==> config.mk <==
export PLATFORM = sky130hd
export DESIGN_NAME = irq_pending_unit
export DESIGN_NICKNAME = d
export VERILOG_FILES = /design/src/rtl/irq_pkg.sv /design/src/rtl/pend_bank.sv /design/src/rtl/prio_arb.sv /design/src/rtl/irq_pending_unit.sv
export SDC_FILE = /design/constraint.sdc
export NUM_CORES = 1
export LEC_CHECK = 0
export CAP_MARGIN = 20
export CORE_AREA = 5 5 42 44
export DETAILED_ROUTE_END_ITERATION = 12
export DIE_AREA = 0 0 47 49
export PLACE_DENSITY = 0.69
export SETUP_SLACK_MARGIN = 0.3
export SKIP_CTS_REPAIR_TIMING = 1
export SLEW_MARGIN = 10
export SYNTH_ARGS = -nofsm -noshare
export SYNTH_HDL_FRONTEND = slang
export SYNTH_SLANG_ARGS = --single-unit
==> constraint.sdc <==
create_clock -name clk -period 2.6 [get_ports clk]
set_input_delay 0.26 -clock clk [delete_from_list [all_inputs] [get_ports clk]]
set_output_delay 0.26 -clock clk [all_outputs]
set_load 0.05 [all_outputs]
==> src/rtl/irq_pkg.sv <==
package irq_pkg;
    localparam int NSRC  = 5;
    localparam int NLAT  = 4;
    localparam int NGRP  = 4;
    localparam int S_ERR = 0;
    localparam int S_RX  = 1;
    localparam int S_TX  = 2;
    localparam int S_RXB = 3;
    localparam int S_TXB = 4;

    typedef enum logic [1:0] {
        VEC_ERR = 2'd0,
        VEC_DMA = 2'd1,
        VEC_RX  = 2'd2,
        VEC_TX  = 2'd3
    } vec_e;
endpackage

==> src/rtl/pend_bank.sv <==
module pend_bank #(
    parameter int N = 4
) (
    input  logic         clk,
    input  logic         rst_n,
    input  logic [N-1:0] set_i,
    input  logic [N-1:0] clr_i,
    output logic [N-1:0] pend_o
);
    typedef struct packed {
        logic [N-1:0] pend;
    } bank_t;

    bank_t st_d, st_q;

    always_comb begin
        st_d = st_q;
        for (int i = 0; i < N; i++) begin
            st_d.pend[i] = set_i[i] | (st_q.pend[i] & ~clr_i[i]);
        end
    end

    always_ff @(posedge clk or negedge rst_n) begin
        if (!rst_n) st_q <= '0;
        else        st_q <= st_d;
    end

    assign pend_o = st_q.pend;

    for (genvar g = 0; g < N; g++) begin : g_chk

        evt_wins_chk: assert property (@(posedge clk) disable iff (!rst_n)
            set_i[g] |=> pend_o[g]);

        hold_chk: assert property (@(posedge clk) disable iff (!rst_n)
            (pend_o[g] && !clr_i[g]) |=> pend_o[g]);

        clear_chk: assert property (@(posedge clk) disable iff (!rst_n)
            (clr_i[g] && !set_i[g]) |=> !pend_o[g]);
    end
endmodule

==> src/rtl/prio_arb.sv <==
module prio_arb #(
    parameter int N = 4,
    localparam int SW = (N > 1) ? $clog2(N) : 1
) (
    input  logic          clk,
    input  logic          rst_n,
    input  logic [N-1:0]  act_i,
    output logic          req_o,
    output logic [SW-1:0] sel_o,
    output logic [N-1:0]  gnt_o
);
    always_comb begin
        gnt_o = '0;
        sel_o = '0;
        for (int i = N - 1; i >= 0; i--) begin
            if (act_i[i]) begin
                gnt_o    = '0;
                gnt_o[i] = 1'b1;
                sel_o    = SW'(i);
            end
        end
        req_o = |act_i;
    end


    gnt_onehot_chk: assert property (@(posedge clk) disable iff (!rst_n)
        $onehot0(gnt_o));

    top_wins_chk: assert property (@(posedge clk) disable iff (!rst_n)
        act_i[0] |-> (sel_o == '0));

    sel_live_chk: assert property (@(posedge clk) disable iff (!rst_n)
        req_o |-> act_i[sel_o]);
endmodule

==> src/rtl/irq_pending_unit.sv <==
module irq_pending_unit
    import irq_pkg::*;
#(
    parameter int NERR = 9
) (
    input  logic            clk,
    input  logic            rst_n,
    input  logic [NERR-1:0] err_flags,
    input  logic            rx_evt,
    input  logic            tx_evt,
    input  logic            rx_eob,
    input  logic            tx_eob,
    input  logic [NSRC-1:0] mask,
    input  logic            gie,
    input  logic [1:0]      dma_req,
    input  logic [1:0]      dma_en,
    input  logic [NLAT-1:0] clr_bits,
    output logic            irq_req,
    output logic [1:0]      irq_vec,
    output logic [NSRC-1:0] status,
    output logic            evt_flag
);
    typedef struct packed {
        logic err;
    } top_t;

    top_t st_d, st_q;
    logic [NLAT-1:0] pend;
    logic [NGRP-1:0] act;
    logic [NGRP-1:0] gnt;
    logic [1:0]      sel;

    always_comb begin
        st_d     = st_q;
        st_d.err = |err_flags;
    end

    always_ff @(posedge clk or negedge rst_n) begin
        if (!rst_n) st_q <= '0;
        else        st_q <= st_d;
    end

    pend_bank #(.N(NLAT)) u_bank (
        .clk    (clk),
        .rst_n  (rst_n),
        .set_i  ({tx_eob, rx_eob, tx_evt, rx_evt}),
        .clr_i  (clr_bits),
        .pend_o (pend)
    );

    assign status = {pend, st_q.err};

    always_comb begin
        act[VEC_ERR] = status[S_ERR] & mask[S_ERR] & gie;
        act[VEC_DMA] = |(dma_req & dma_en);
        act[VEC_RX]  = (status[S_RX] & mask[S_RX] & gie) | (status[S_RXB] & mask[S_RXB]);
        act[VEC_TX]  = (status[S_TX] & mask[S_TX] & gie) | (status[S_TXB] & mask[S_TXB]);
    end

    prio_arb #(.N(NGRP)) u_arb (
        .clk   (clk),
        .rst_n (rst_n),
        .act_i (act),
        .req_o (irq_req),
        .sel_o (sel),
        .gnt_o (gnt)
    );

    assign irq_vec  = sel;
    assign evt_flag = status[S_ERR] | status[S_RX] | status[S_TX];


    err_fold_chk: assert property (@(posedge clk) disable iff (!rst_n)
        (|err_flags) |=> status[S_ERR]);

    err_drop_chk: assert property (@(posedge clk) disable iff (!rst_n)
        !(|err_flags) |=> !status[S_ERR]);

    eob_bypass_chk: assert property (@(posedge clk) disable iff (!rst_n)
        (!gie && ((status[S_RXB] && mask[S_RXB]) || (status[S_TXB] && mask[S_TXB]))) |-> irq_req);

    evt_excl_chk: assert property (@(posedge clk) disable iff (!rst_n)
        (status[S_TX:S_ERR] == '0) |-> !evt_flag);

    mask_off_chk: assert property (@(posedge clk) disable iff (!rst_n)
        (mask == '0 && (dma_req & dma_en) == 2'b00) |-> !irq_req);

    gnt_match_chk: assert property (@(posedge clk) disable iff (!rst_n)
        irq_req |-> gnt[irq_vec]);
endmodule

==> impl_metrics.yaml <==
detailed_routing:
  first_iter_violations: 4
  m1WireLength_um: 253
  wl_met2_um: 493
  first_pass_iters: 2
  met3_wirelength_um: 194
  totalWireLength_um: 941
  wl_per_cell_um: 11.07
  drc: 0
  vias: 370
  drtAntennaViolNets: 0
  dr.max_layer_used: "met3"
  via_per_inst: 4.353
critical_path:
  crit_path_max_fanout: 3
  crit_start: "gie"
  required_ns: 2.34
  worstSetupEndpointType: "output port"
  r2r_setup_slack_ns: 1.89
  criticalPathCategory: "in -> out"
  reg2reg_from: "u_bank.pend_o[0]"
  arrival_ns: 1.95
  startpoint_type: "input port"
timing:
  maxSlewHeadroom_pct: 66.25
  fmax_ghz: 0.4525
  finalSetupViolations: 0
  hold_viol: 0
  fin_tns_setup_ns: 0
  finalCritPeriodShare_pct: 85.00
  finalWorstSetupSlack_ns: 0.3900
  holdWs_ns: 0.2419
  maxSlewViolCount: 0
  tightestPinTransition_ns: 0.5047
  min_period_ns: 2.210
  skew_ns: 0
  rsz0062_at_grt: "false"
place:
  gp_congestion: 0.6641
  place_inst: 81
  post_dp_cell_area_um2: 653.1
  hpwl_um: 887.4
  io_buffers: 37
  pre_cts_slack_ns: 0.3573
finish:
  multiInputGateArea_um2: 122.6
  fill_cells: 148
  nets: 99
  layout-drive-gt1-share_pct: 8.696
  diodes: 0
  finalInstanceArea_um2: 681.9
  utilization_pct: 48.66
  register_area_um2: 125.1
  final_cells: 85
  synthToLayoutAreaGrowth_pct: 152.3
floorplanning:
  coreArea_um2: 1401
  ios: 38
  dieArea_um2: 2303
  die_x_um: 47
  die_h_um: 49
  initial_core_util_pct: 19.29
  rows: 14
clock_network:
  clock_latency_ns: 0.23
  path_clk_slew_ns: 0.04
  cts_sinks: 5
  cts.htree.levels: 1
  clock_path_buffers: 2
  root_buffer: "clkbuf_4"
  cts_tree: "yes"
  cts-buffers-inserted: 3
yosys:
  netlist_instances: 29
  synthFlopType: "dfrtp_1"
  synth.most_common_cell: "dfrtp_1"
  synth_cell_types: 16
  async_flop_share_pct: 100.0
  seq_area_frac_synth_pct: 46.30
  synth.largest_area_cell: "dfrtp_1"
  synth_top_cell_area_share_pct: 46.30
  synth_area_per_cell_um2: 9.319
  synth.ff_latch_count: 5
  synthTopCellsByArea: "dfrtp_1 (46%), a21o_1 (8.3%), nand3_1 (5.6%)"
  synth_edf_count: 0
  synthTopCellsByCount: "dfrtp_1 (5), inv_1 (4), a21o_1 (3), nand3_1 (3)"
  yosys_warnings: 0
  synthesis.nets: 58
  syn-cell-area_um2: 270.3
grt:
  grt_use_total_pct: 8.834
  grt_pass1_vias: 363
  antenna_found_initial: 0
  gr-total-overflow: 0
  grt_pass1_wl_um: 1435
  grt_max_degree: 6
pwr:
  finalPower_uw: 282.0
  power-per-cell-area_nw_per_um2: 413.6
  leakagePower_nw: 0.2944
  vdd_drop_max_uv: 172.0
status:
  status: "complete, no violations"
flow_run:
  maxCapViolations: 0
worst_hold_path:
  holdCritPathClass: "in -> async"
## registers in the layout, indices dropped and copies added, names as in the netlist
register and cells:
st_q 1, u_bank.pend_o 4
## layout make-up
| type | instances | area share (%) |
|---|---|---|
| well taps | 16 | 2.936 |
| repair buffers | 37 | 54.68 |
| inverters | 4 | 2.202 |
| clock buffers | 4 | 3.853 |
| multi-input cells | 19 | 17.98 |
| flip-flops and latches | 5 | 18.35 |
## placed cells by master (no fill, tap or decap)
cell type,netlist,final
a21boi_1,1,1
a32o_1,1,1
a21o_2,1,1
clkbuf_1,0,1
nand3_1,3,3
a22oi_1,1,1
clkbuf_4,0,3
clkdlybuf4s50_1,0,36
nor2b_2,1,1
nand2_1,2,2
dfrtp_1,5,5
a21o_1,3,3
nor3_1,1,1
dlymetal6s2s_1,0,1
nor4_1,1,1
nor2_1,2,2
a32oi_1,1,1
or3_2,1,1
inv_1,4,4
## cell families (layout without fill, tap and decap cells)
group | after synthesis | in the layout | synth area share, %
buffers and inverters | 5 | 45 | 8.333
AND/OR/NAND/NOR | 11 | 11 | 21.30
AO/OA/AOI/OAI | 8 | 8 | 24.08
flip-flops | 5 | 5 | 46.30
## power breakdown
group | leakage [nW] | total, mW | switching (mW) | internal (mW)
sequential | 0.0518 | 0.0866 | 0.00414 | 0.0825
combinational | 0.228 | 0.110 | 0.0499 | 0.0597
clock | 0.0150 | 0.0859 | 0.0281 | 0.0578
total | 0.294 | 0.282 | 0.0821 | 0.200
## worst max-delay path, stage by stage
cell	delay, ns
clkdlybuf4s50_1	0.51
a32oi_1	0.11
nor2b_2	0.17
nand3_1	0.09
clkdlybuf4s50_1	0.81
## layer usage
metal	global-route usage [%]	up-vias
li1	-	182
met1	7.556	162
met2	14.25	26
met3	5.904	0
met4	5.530	0
met5	0	-
## path summary, 6_finish.rpt
check                           depth (start not counted)                to
worst min-delay path                                    1  u_bank.pend_o[3]
min in group clk                                        1  u_bank.pend_o[3]
max in group asynchronous                               1  u_bank.pend_o[1]
worst max-delay path                                    5           irq_req
worst min register to register                          1  u_bank.pend_o[3]
worst max register to register                          1  u_bank.pend_o[0]
Power figures use the tool's default switching activity.
